===== config.mk =====
export PLATFORM = sky130hd
export DESIGN_NAME = sai_rx_port
export DESIGN_NICKNAME = d
export VERILOG_FILES = /design/src/rtl/sai_pkg.sv /design/src/rtl/sai_pin_sync.sv /design/src/rtl/sai_clk_gen.sv /design/src/rtl/sai_deser.sv /design/src/rtl/sai_rx_port.sv
export SDC_FILE = /design/constraint.sdc
export NUM_CORES = 1
export LEC_CHECK = 0
export ABC_AREA = 1
export CAP_MARGIN = 20
export CORE_MARGIN = 2
export CORE_UTILIZATION = 63
export DETAILED_ROUTE_END_ITERATION = 10
export DONT_BUFFER_PORTS = 1
export MAX_ROUTING_LAYER = met4
export PLACE_DENSITY_LB_ADDON = 0.05
export SKIP_LAST_GASP = 1
export SYNTH_ARGS = -nofsm -noshare
export SYNTH_HDL_FRONTEND = slang
export SYNTH_HIERARCHICAL = 1
export SYNTH_SLANG_ARGS = --single-unit

===== constraint.sdc =====
create_clock -name clk -period 3.8 [get_ports clk]
set_input_delay 0 -clock clk [delete_from_list [all_inputs] [get_ports clk]]
set_output_delay 0 -clock clk [all_outputs]
set_load 0.005 [all_outputs]

===== src/rtl/sai_pkg.sv =====
package sai_pkg;
  localparam int WORD_W = 24;

  typedef enum logic [1:0] {
    RES_W24  = 2'b00,
    RES_W20  = 2'b01,
    RES_W16  = 2'b10,
    RES_W24X = 2'b11
  } res_e;

  function automatic int res_shift(input logic [1:0] res);
    case (res)
      RES_W20: return 4;
      RES_W16: return 8;
      default: return 0;
    endcase
  endfunction
endpackage


===== src/rtl/sai_pin_sync.sv =====
module sai_pin_sync #(
  parameter int W      = 3,
  parameter int STAGES = 2
) (
  input  logic         clk,
  input  logic         rst,
  input  logic [W-1:0] d,
  output logic [W-1:0] q
);
  logic [W-1:0] stage [STAGES];

  genvar g;
  generate
    for (g = 0; g < STAGES; g++) begin : g_stage
      if (g == 0) begin : g_first
        always_ff @(posedge clk) begin
          if (rst) stage[g] <= '0;
          else     stage[g] <= d;
        end
      end else begin : g_next
        always_ff @(posedge clk) begin
          if (rst) stage[g] <= '0;
          else     stage[g] <= stage[g-1];
        end
      end
    end
  endgenerate

  assign q = stage[STAGES-1];
endmodule


===== src/rtl/sai_clk_gen.sv =====
module sai_clk_gen #(
  parameter int BCLK_HALF  = 2,
  parameter int FRAME_BITS = 64
) (
  input  logic clk,
  input  logic rst,
  input  logic en,
  input  logic launch_lvl,
  input  logic a_lvl,
  output logic bclk,
  output logic wclk
);
  localparam int DIV_W  = (BCLK_HALF > 1) ? $clog2(BCLK_HALF) : 1;
  localparam int SLOT_W = $clog2(FRAME_BITS);
  localparam logic [DIV_W-1:0] DIV_LAST = DIV_W'(BCLK_HALF - 1);

  logic [DIV_W-1:0]  div_q;
  logic [SLOT_W-1:0] slot_q;
  logic [SLOT_W-1:0] slot_nx;

  assign slot_nx = slot_q + 1'b1;

  always_ff @(posedge clk) begin
    if (rst || !en) begin
      div_q  <= '0;
      slot_q <= '0;
      bclk   <= 1'b0;
      wclk   <= 1'b0;
    end else if (div_q == DIV_LAST) begin
      div_q <= '0;
      bclk  <= ~bclk;
      if (~bclk == launch_lvl) begin
        slot_q <= slot_nx;
        wclk   <= slot_nx[SLOT_W-1] ? ~a_lvl : a_lvl;
      end
    end else begin
      div_q <= div_q + 1'b1;
    end
  end
endmodule


===== src/rtl/sai_deser.sv =====
module sai_deser
  import sai_pkg::*;
#(
  parameter int FRAME_BITS = 64
) (
  input  logic              clk,
  input  logic              rst,
  input  logic              s_bclk,
  input  logic              s_wclk,
  input  logic              s_data,
  input  logic              cfg_rjust,
  input  logic              cfg_delay,
  input  logic [1:0]        cfg_res,
  input  logic              cfg_bclk_fall,
  input  logic              cfg_wclk_inv,
  output logic [WORD_W-1:0] left_o,
  output logic [WORD_W-1:0] right_o,
  output logic              valid_o
);
  localparam int IDX_W   = $clog2(FRAME_BITS);
  localparam int IDX_MAX = (1 << IDX_W) - 1;

  logic              bclk_prev;
  logic              samp_edge;
  logic              ch_a;
  logic              primed, started, a_seen, prev_a;
  logic [IDX_W-1:0]  idx_q;
  logic [WORD_W-1:0] lj_q, rj_q, a_hold;
  logic              trans;
  logic [WORD_W-1:0] lj_nx, rj_nx, done_word;
  logic [IDX_W-1:0]  idx_nx;

  // sampling edge: bit clock moves from the launch level to the sampling level
  assign samp_edge = (s_bclk != bclk_prev) && (s_bclk == ~cfg_bclk_fall);
  assign ch_a      = s_wclk ^ cfg_wclk_inv;
  assign trans     = primed && (ch_a != prev_a);

  always_comb begin
    int k;
    int p;
    k         = trans ? 0 : int'(idx_q);
    p         = k - int'(cfg_delay);
    lj_nx     = trans ? '0 : lj_q;
    if (p >= 0 && p < WORD_W) lj_nx[WORD_W-1-p] = s_data;
    rj_nx     = trans ? {{(WORD_W-1){1'b0}}, s_data} : {rj_q[WORD_W-2:0], s_data};
    done_word = cfg_rjust ? (rj_q << res_shift(cfg_res)) : lj_q;
    if (trans)                      idx_nx = IDX_W'(1);
    else if (int'(idx_q) < IDX_MAX) idx_nx = idx_q + 1'b1;
    else                            idx_nx = idx_q;
  end

  always_ff @(posedge clk) begin
    if (rst) begin
      bclk_prev <= 1'b0;
      primed    <= 1'b0;
      started   <= 1'b0;
      a_seen    <= 1'b0;
      prev_a    <= 1'b0;
      idx_q     <= '0;
      lj_q      <= '0;
      rj_q      <= '0;
      a_hold    <= '0;
      left_o    <= '0;
      right_o   <= '0;
      valid_o   <= 1'b0;
    end else begin
      bclk_prev <= s_bclk;
      valid_o   <= 1'b0;
      if (samp_edge) begin
        primed <= 1'b1;
        prev_a <= ch_a;
        idx_q  <= idx_nx;
        lj_q   <= lj_nx;
        rj_q   <= rj_nx;
        if (trans) begin
          started <= 1'b1;
          if (started && prev_a) begin
            a_hold <= done_word;
            a_seen <= 1'b1;
          end
          if (started && !prev_a && a_seen) begin
            left_o  <= a_hold;
            right_o <= done_word;
            valid_o <= 1'b1;
            a_seen  <= 1'b0;
          end
        end
      end
    end
  end
endmodule


===== src/rtl/sai_rx_port.sv =====
module sai_rx_port
  import sai_pkg::*;
#(
  parameter int BCLK_HALF   = 2,
  parameter int FRAME_BITS  = 64,
  parameter int SYNC_STAGES = 2
) (
  input  logic              clk,
  input  logic              rst,
  input  logic              cfg_master,
  input  logic              cfg_rjust,
  input  logic              cfg_delay,
  input  logic [1:0]        cfg_res,
  input  logic              cfg_bclk_fall,
  input  logic              cfg_wclk_inv,
  input  logic              bclk_i,
  input  logic              wclk_i,
  input  logic              sdata_i,
  output logic              bclk_o,
  output logic              wclk_o,
  output logic              clk_drive_o,
  output logic [WORD_W-1:0] left_o,
  output logic [WORD_W-1:0] right_o,
  output logic              valid_o
);
  logic       gen_bclk, gen_wclk;
  logic [2:0] raw_pins, sync_pins;

  sai_clk_gen #(.BCLK_HALF(BCLK_HALF), .FRAME_BITS(FRAME_BITS)) u_gen (
    .clk       (clk),
    .rst       (rst),
    .en        (cfg_master),
    .launch_lvl(cfg_bclk_fall),
    .a_lvl     (~cfg_wclk_inv),
    .bclk      (gen_bclk),
    .wclk      (gen_wclk)
  );

  assign raw_pins = cfg_master ? {gen_bclk, gen_wclk, sdata_i}
                               : {bclk_i, wclk_i, sdata_i};

  sai_pin_sync #(.W(3), .STAGES(SYNC_STAGES)) u_sync (
    .clk(clk), .rst(rst), .d(raw_pins), .q(sync_pins)
  );

  sai_deser #(.FRAME_BITS(FRAME_BITS)) u_deser (
    .clk          (clk),
    .rst          (rst),
    .s_bclk       (sync_pins[2]),
    .s_wclk       (sync_pins[1]),
    .s_data       (sync_pins[0]),
    .cfg_rjust    (cfg_rjust),
    .cfg_delay    (cfg_delay),
    .cfg_res      (cfg_res),
    .cfg_bclk_fall(cfg_bclk_fall),
    .cfg_wclk_inv (cfg_wclk_inv),
    .left_o       (left_o),
    .right_o      (right_o),
    .valid_o      (valid_o)
  );

  assign bclk_o = gen_bclk;
  assign wclk_o = gen_wclk;

  always_ff @(posedge clk) begin
    if (rst) clk_drive_o <= 1'b0;
    else     clk_drive_o <= cfg_master;
  end
endmodule


==> run summary, run 1 <==
• **CTS root buf** sky130_fd_sc_hd__clkbuf_8
• **class of the tightest hold or removal check** in2reg
• **DP Cell Count** 1089
• **width of the die** 110 microns
• **number of clock buffers inserted by TritonCTS** 17
• **synth warn** 6
• **slew at the pin closest to its max-slew limit** 1030 ps
• **Worst Path Required** 4270 ps
• **post-DP HPWL** 12.0 mm
• **drt first-iter violations** 829
• **fraction of registers with async set or reset after synthesis** 0%
• **DIE HEIGHT** 110 microns
• **outcome** finished, final reports clean
• **routed wire length per instance** 15.9 microns
• **top cell types by occurrence after synthesis** sky130_fd_sc_hd__inv_1, sky130_fd_sc_hd__nand2_1, sky130_fd_sc_hd__dfxtp_1, sky130_fd_sc_hd__a21oi_1, sky130_fd_sc_hd__o21ai_0
• **remaining max-slew budget at the tightest pin** 31.4%
• **fraction of final layout cells with drive strength greater than 1** 6.75%
• **Yosys top cell by area** sky130_fd_sc_hd__dfxtp_1
• **die area** 0.0120 sq mm
• **post-route DRC violation count** 0
• **worst setup path class** reg2reg
• **total vias in the final route** 6654
• **first-pass GRT wire length** 29.4 mm
• **Finished Layout Cells** 1132
• **vias in the first global route** 6102
• **most frequently used flop master after synthesis** sky130_fd_sc_hd__dfxtp_1
• **highest achievable clock rate** 286 MHz
• **Detailed Routing Iterations Pass 1** 6
• **Via-to-Cell Ratio** 5.88
• **number of nets in the synthesized netlist** 1017
• **register bit count reported by yosys** 148
• **antenna violation net count after detailed routing** 0
• **most common cell in the synthesized netlist** sky130_fd_sc_hd__inv_1
• **source-to-sink clock delay at the later pin of the worst-skew pair** 530 ps
• **total overflow reported by the global router** 0
• **largest stage delay on the critical path** 550 ps
• **Startpoint Class** flip-flop
• **setup total negative slack** 0 ps
• **number of placement rows** 38
• **clock sink count** 148
• **post-synth top area share** 42.1%
• **share of the cycle needed by the critical path after routing** 92.2%
• **sequential element share of the synthesized area** 42.1%
• **Worst IR Drop VDD** 0.490 mV
• **Port-buffer cells** 0
• **core outline area** 0.0109 sq mm
• **Reg2Reg Setup Slack** 300 ps
• **Mapped Cells** 998
• **total number of H-tree levels** 4
• **time the final worst path needs with I/O delays and setup** 3500 ps
• **worst endpoint data arrival time** 3980 ps
• **count of different cell masters after synthesis** 42
• **cell area after synthesis** 0.00704 sq mm
• **total count of max-transition violations in the final report** 0
• **critical path's slowest cell** sky130_fd_sc_hd__dlygate4sd3_1
• **most frequent cell on the critical path** sky130_fd_sc_hd__nand2_1
• **Finish-stage setup viols** 0
• **pin count of the biggest net entering global routing** 99
• **maximum capacitance violations** 0
• **Max clock buf depth** 2
• **total global-route track usage** 32.2%
• **Hold Vio Cnt, Final** 0
• **antenna violations before repair** 0
• **starting density of the core** 64.7%
• **maximum net fanout on the critical path** 19
• **top-level port count** 64
• **Syn Area/Cell** 7.05 sq um
• **area added between synthesis and finish** 10.4%
• **Area contributors post-synth** sky130_fd_sc_hd__dfxtp_1, sky130_fd_sc_hd__inv_1, sky130_fd_sc_hd__nand2_1
• **post-placement setup slack** 747 ps
• **hold_ws** 19.0 ps
• **clock tree from TritonCTS** done
• **clock skew** 17.1 ps
• **gpl congestion** 0.926
• **post-route setup slack** 298 ps
• **P per Cell Area** 481 mW/mm^2
• **unrepaired setup endpoints after global routing** no
• **count of inserted antenna diode cells** 0
• **clock transition at the register clock pins on the worst setup and hold paths after CTS** 60 ps
• **Total Nets Final** 999
• **Worst setup EP type** flip-flop
• **cells along the critical path** inv_1, nand2_1, nand3_2, nand3_4, nand2_1, ha_1, ha_1, nand2_2, nand2_1, nand2_2, ha_1, inv_1, nand2_1, inv_2, nand3_1, nor2_1, nand3_1, nand2_1, nand3_1, a21oi_1, dlygate4sd3_1
• **aggregate routed wire length** 17.9 mm
• **Post-synth EDFFs** 0
• **reported leakage power** 3.03 nW
-- cell usage in the layout (no fill, tap or decap), types with 2 or more instances in the layout --
cell / count
sky130_fd_sc_hd__clkbuf_1: 3
sky130_fd_sc_hd__nand2_2: 8
sky130_fd_sc_hd__nor2_1: 77
sky130_fd_sc_hd__o31ai_1: 7
sky130_fd_sc_hd__nor2_4: 2
sky130_fd_sc_hd__clkbuf_16: 16
sky130_fd_sc_hd__clkinvlp_4: 2
sky130_fd_sc_hd__clkinv_1: 3
sky130_fd_sc_hd__a211oi_1: 24
sky130_fd_sc_hd__a31oi_1: 2
sky130_fd_sc_hd__nand3_2: 4
sky130_fd_sc_hd__o21ai_2: 3
sky130_fd_sc_hd__nand4_1: 17
sky130_fd_sc_hd__o221ai_1: 7
sky130_fd_sc_hd__bufinv_16: 4
sky130_fd_sc_hd__o21bai_1: 8
sky130_fd_sc_hd__inv_2: 2
sky130_fd_sc_hd__nand2_1: 149
sky130_fd_sc_hd__o21ai_1: 4
sky130_fd_sc_hd__dlygate4sd3_1: 11
sky130_fd_sc_hd__o21ai_0: 98
sky130_fd_sc_hd__nor3_1: 12
sky130_fd_sc_hd__a21oi_1: 104
sky130_fd_sc_hd__a21oi_2: 2
sky130_fd_sc_hd__nand2_4: 2
sky130_fd_sc_hd__dfxtp_1: 148
sky130_fd_sc_hd__buf_4: 8
sky130_fd_sc_hd__clkbuf_8: 4
sky130_fd_sc_hd__inv_1: 159
sky130_fd_sc_hd__ha_1: 7
sky130_fd_sc_hd__nor3_2: 2
sky130_fd_sc_hd__o211ai_1: 9
sky130_fd_sc_hd__nand3_1: 69
-- registers in the layout, summed over array words and instances, names as in the netlist --
signal             flops
u_deser/lj_q          24
u_deser/prev_a         1
u_deser/rj_q          24
u_gen/slot_q           6
u_gen/wclk             1
u_deser/a_hold        24
u_deser/a_seen         1
u_deser/right_o       24
u_gen/div_q            1
u_deser/started        1
u_sync/stage           6
u_deser/primed         1
u_deser/bclk_prev      1
clk_drive_o            1
u_deser/left_o        24
u_gen/bclk             1
u_deser/idx_q          6
u_deser/valid_o        1
-- worst paths after layout --
kind                        end               start  cells past startpoint
max            u_deser/lj_q[16]  u_sync/stage[1][1]                     21
min          u_deser/a_hold[16]           cfg_rjust                      4
max reg2reg    u_deser/lj_q[16]  u_sync/stage[1][1]                     21
min reg2reg  u_sync/stage[1][2]  u_sync/stage[0][2]                      2
-- final cells by class --
| cell class | instances | area, sq um |
|---|---|---|
| Clock inverter | 8 | 149 |
| Multi-Input combinational cell | 628 | 3210 |
| Tap cell | 140 | 175 |
| Inverter | 165 | 622 |
| Fill cell | 895 | 3110 |
| Timing Repair Buffer | 20 | 190 |
| Sequential cell | 148 | 2960 |
| Clock buffer | 23 | 467 |
-- power breakdown --
group          total (mW)  switching [mW]  internal (mW)
Clock                1.74           0.621           1.12
Sequential           1.62          0.0344           1.59
Combinational       0.379           0.272          0.107
-- stage by stage --
stage	util, %	total power, mW	area [sq um]
2_1_floorplan	-	1.93	7040
3_3_place_gp	64.6	1.99	7030
3_5_place_dp	64.6	2.00	7030
4_1_cts	71.4	3.75	7780
5_1_grt	71.4	3.88	7780
6_report	71.4	3.74	7780
-- per-layer routing --
metal | routed length (microns) | track usage [%] | part of all wire (%)
met5 | 0 | - | 0
met3 | 1420 | 5.81 | 7.9
met2 | 8490 | 49.8 | 47
met4 | 399 | 12.0 | 2.2
met1 | 7630 | 42.1 | 43
-- worst max-delay path, delay by kind of cell (launching register included) --
family	cells	cell delay, ps
AO/OA/AOI/OAI	1	120
adder cells (fa/ha/maj)	3	750
AND/OR/NAND/NOR	13	1510
flip-flops	1	320
buffers and inverters	4	740
-- timing repair --
action	4_1_cts	5_1_grt
setup buffers	0	0
hold buffers	12	0
gates resized for setup	0	0
hold endpoints to repair	70	0
-- cell families after synthesis --
| kind of cell | Yosys count | synth area share, % |
|---|---|---|
| buffers and inverters | 222 | 12.4 |
| AO/OA/AOI/OAI | 270 | 21.7 |
| XOR/XNOR | 2 | 0.249 |
| flip-flops | 148 | 42.1 |
| AND/OR/NAND/NOR | 349 | 22.4 |
| adder cells (fa/ha/maj) | 7 | 1.24 |
Note: power is estimated with default switching activity, not from simulation.
==> run 2, diff against run 1 <==
- CORE_UTILIZATION: 63 -> 40
==> run summary, run 2 (synthesis gave the netlist of run 1 again) <==
• **worst setup path class** reg2reg, unchanged
• **Worst R2R Start** u_sync/stage[1][1], unchanged
• **first-pass GRT wire length** 30.1 mm, was 29.4 mm
• **routed wire length per instance** 15.4 microns, was 15.9 microns
• **clock tree from TritonCTS** done, unchanged
• **time the final worst path needs with I/O delays and setup** 3100 ps, was 3500 ps
• **total overflow reported by the global router** 0, unchanged
• **gpl congestion** 0.871, was 0.926
• **share of the cycle needed by the critical path after routing** 81.5%, was 92.2%
• **antenna violation net count after detailed routing** 0, unchanged
• **post-route DRC violation count** 0, unchanged
• **drt first-iter violations** 409, was 829
• **aggregate routed wire length** 18.8 mm, was 17.9 mm
• **leading cell types in the layout, fill and taps excluded** sky130_fd_sc_hd__inv_1, sky130_fd_sc_hd__nand2_1, sky130_fd_sc_hd__dfxtp_1, unchanged
• **number of buffers added to fix hold violations after cts** 9, was 12
• **Reg2Reg Setup Slack** 700 ps, was 300 ps
• **Post-CTS Setup Repair Bufs** 0, unchanged
• **die area** 0.0187 sq mm, was 0.0120 sq mm
• **area of the multi-input gates** 0.00321 sq mm, unchanged
• **P per Cell Area** 475 mW/mm^2, was 481 mW/mm^2
• **total global-route track usage** 21.2%, was 32.2%
• **highest achievable clock rate** 323 MHz, was 286 MHz
• **maximum net fanout on the critical path** 23, was 19
• **vias in the first global route** 5609, was 6102
• **setup total negative slack** 0 ps, unchanged
• **Max clock buf depth** 2, unchanged
• **Worst setup EP type** flip-flop, unchanged
• **number of gates resized after cts** 0, unchanged
• **outcome** finished, violations left, was finished, final reports clean
• **Total Nets Final** 1004, was 999
• **total number of H-tree levels** 4, unchanged
• **clock skew** 15.7 ps, was 17.1 ps
• **slew at the pin closest to its max-slew limit** 872 ps, was 1030 ps
• **critical path's slowest cell** sky130_fd_sc_hd__dfxtp_1, was sky130_fd_sc_hd__dlygate4sd3_1
• **utilization after layout** 46.1%, was 71.4%
• **worst hold path cell count** 3, was 4
• **most frequent cell on the critical path** sky130_fd_sc_hd__nand2_1, unchanged
• **Startpoint Class** flip-flop, unchanged
• **Sequential Area** 0.00296 sq mm, unchanged
• **Worst IR Drop VDD** 0.323 mV, was 0.490 mV
• **core outline area** 0.0172 sq mm, was 0.0109 sq mm
• **Port-buffer cells** 0, unchanged
• **capturing point of the worst reg2reg path** u_deser/lj_q[19], was u_deser/lj_q[16]
• **clock sink count** 148, unchanged
• **maximum capacitance violations** 0, unchanged
• **starting density of the core** 40.8%, was 64.7%
• **DIE HEIGHT** 137 microns, was 110 microns
• **number of placement rows** 48, was 38
• **top-level port count** 64, unchanged
• **class of the tightest hold or removal check** in2reg, unchanged
• **width of the die** 137 microns, was 110 microns
• **cells along the critical path** inv_1, nand2_1, nand3_2, nand3_4, nand2_1, ha_1, ha_1, nand2_2, nand2_1, nand2_2, ha_1, inv_1, nand2_1, inv_2, nand2_1, nor3_1, nand2_1, nand3_1, nand3_1, nand2_1, inv_1, was inv_1, nand2_1, nand3_2, nand3_4, nand2_1, ha_1, ha_1, nand2_2, nand2_1, nand2_2, ha_1, inv_1, nand2_1, inv_2, nand3_1, nor2_1, nand3_1, nand2_1, nand3_1, a21oi_1, dlygate4sd3_1
• **reported leakage power** 3.08 nW, was 3.03 nW
• **WP depth** 21, unchanged
• **source-to-sink clock delay at the later pin of the worst-skew pair** 430 ps, was 530 ps
• **cell depth of the worst flop-to-flop path** 21, unchanged
• **antenna violations before repair** 1, was 0
• **Finish-stage setup viols** 0, unchanged
• **largest stage delay on the critical path** 320 ps, was 550 ps
• **total vias in the final route** 6220, was 6654
• **family with the most delay on the worst path** simple AND/OR/NAND/NOR gates, unchanged
• **unrepaired setup endpoints after global routing** no, unchanged
• **clock transition at the register clock pins on the worst setup and hold paths after CTS** 60 ps, about the same
• **total count of max-transition violations in the final report** 0, unchanged
• **remaining max-slew budget at the tightest pin** 41.7%, was 31.4%
• **fraction of final layout cells with drive strength greater than 1** 8.02%, was 6.75%
• **post-DP HPWL** 12.8 mm, was 12.0 mm
• **Hold Vio Cnt, Final** 2, was 0
• **worst endpoint data arrival time** 3420 ps, was 3980 ps
• **Worst Path Buf+Inv** 4, unchanged
• **Via-to-Cell Ratio** 5.09, was 5.88
• **Worst Hold End** u_deser/idx_q[5], was u_deser/a_hold[16]
• **violated checks** negative hold slack
• **Detailed Routing Iterations Pass 1** 5, was 6
• **Min-Delay Startpoint** rst, was cfg_rjust
• **hold_ws** -5.33 ps, was 19.0 ps
• **CTS root buf** sky130_fd_sc_hd__clkbuf_16, was sky130_fd_sc_hd__clkbuf_8
• **number of clock buffers inserted by TritonCTS** 17, unchanged
• **pin count of the biggest net entering global routing** 81, was 99
• **total of fill cells in the finished design** 1770, was 895
• **commonest non-fill, non-tap cell in the layout** sky130_fd_sc_hd__inv_1, unchanged
• **area added between synthesis and finish** 12.8%, was 10.4%
• **count of inserted antenna diode cells** 0, unchanged
• **Worst Path Required** 4120 ps, was 4270 ps
-- run 2: cell types whose count changed in the layout (fill, tap and decap cells not counted), moves of 3 or more --
cell	change
sky130_fd_sc_hd__buf_4	+6
sky130_fd_sc_hd__inv_6	+6
sky130_fd_sc_hd__clkbuf_8	-4
sky130_fd_sc_hd__clkbuf_1	-3
sky130_fd_sc_hd__dlygate4sd3_1	-3
-- run 2: worst register-to-register path: stages (launching register included) --
cell	delay [ps]
sky130_fd_sc_hd__dfxtp_1	320
sky130_fd_sc_hd__inv_1	80
sky130_fd_sc_hd__nand2_1	80
sky130_fd_sc_hd__nand3_2	80
sky130_fd_sc_hd__nand3_4	260
sky130_fd_sc_hd__nand2_1	160
sky130_fd_sc_hd__ha_1	230
sky130_fd_sc_hd__ha_1	300
sky130_fd_sc_hd__nand2_2	80
sky130_fd_sc_hd__nand2_1	80
sky130_fd_sc_hd__nand2_2	90
sky130_fd_sc_hd__ha_1	190
sky130_fd_sc_hd__inv_1	50
sky130_fd_sc_hd__nand2_1	60
sky130_fd_sc_hd__inv_2	60
sky130_fd_sc_hd__nand2_1	230
sky130_fd_sc_hd__nor3_1	310
sky130_fd_sc_hd__nand2_1	90
sky130_fd_sc_hd__nand3_1	70
sky130_fd_sc_hd__nand3_1	80
sky130_fd_sc_hd__nand2_1	70
sky130_fd_sc_hd__inv_1	30
-- run 2: metrics by stage --
step                instance area [sq um]  instances  setup slack (ps)  power [mW]
global route                         7950       1223               256        3.92
CTS                                  7920       1222               728        3.80
finish                               7950       1223               704        3.77
floorplan                            7040        998               685        1.93
detailed placement                   7200       1181               749        2.01
global placement                     7200       1181               806        2.01
-- run 2: layer usage --
layer,vias to the layer above,track usage [%],part of all wire [%]
met1,2859,30.1,51
met2,96,31.1,44
li1,3259,-,-
met5,-,-,0
met4,0,5.15,0.60
met3,6,4.11,3.9
-- run 2: cell type report --
type,instances,share of cell area [%]
inverter,165,7.83
tap,225,3.54
sequential,148,37.3
clock buffer,17,5.35
clock inverter,15,2.39
multi-input combinational,628,40.4
timing repair buffer,25,3.18
-- run 2: worst max path at each step --
stage / start / end / slack, ps
2_1_floorplan: u_sync/stage[1][1] / u_deser/lj_q[19] / 680
3_3_place_gp: u_deser/prev_a / u_deser/lj_q[18] / 810
3_5_place_dp: u_deser/prev_a / u_deser/lj_q[15] / 750
4_1_cts: u_deser/prev_a / u_deser/lj_q[15] / 730
5_1_grt: u_sync/stage[1][1] / u_deser/lj_q[19] / 260
6_report: u_sync/stage[1][1] / u_deser/lj_q[19] / 700
-- run 2: power by group --
part           switching [mW]  internal, mW
clock network           0.769          1.00
logic                   0.268         0.110
registers              0.0332          1.59
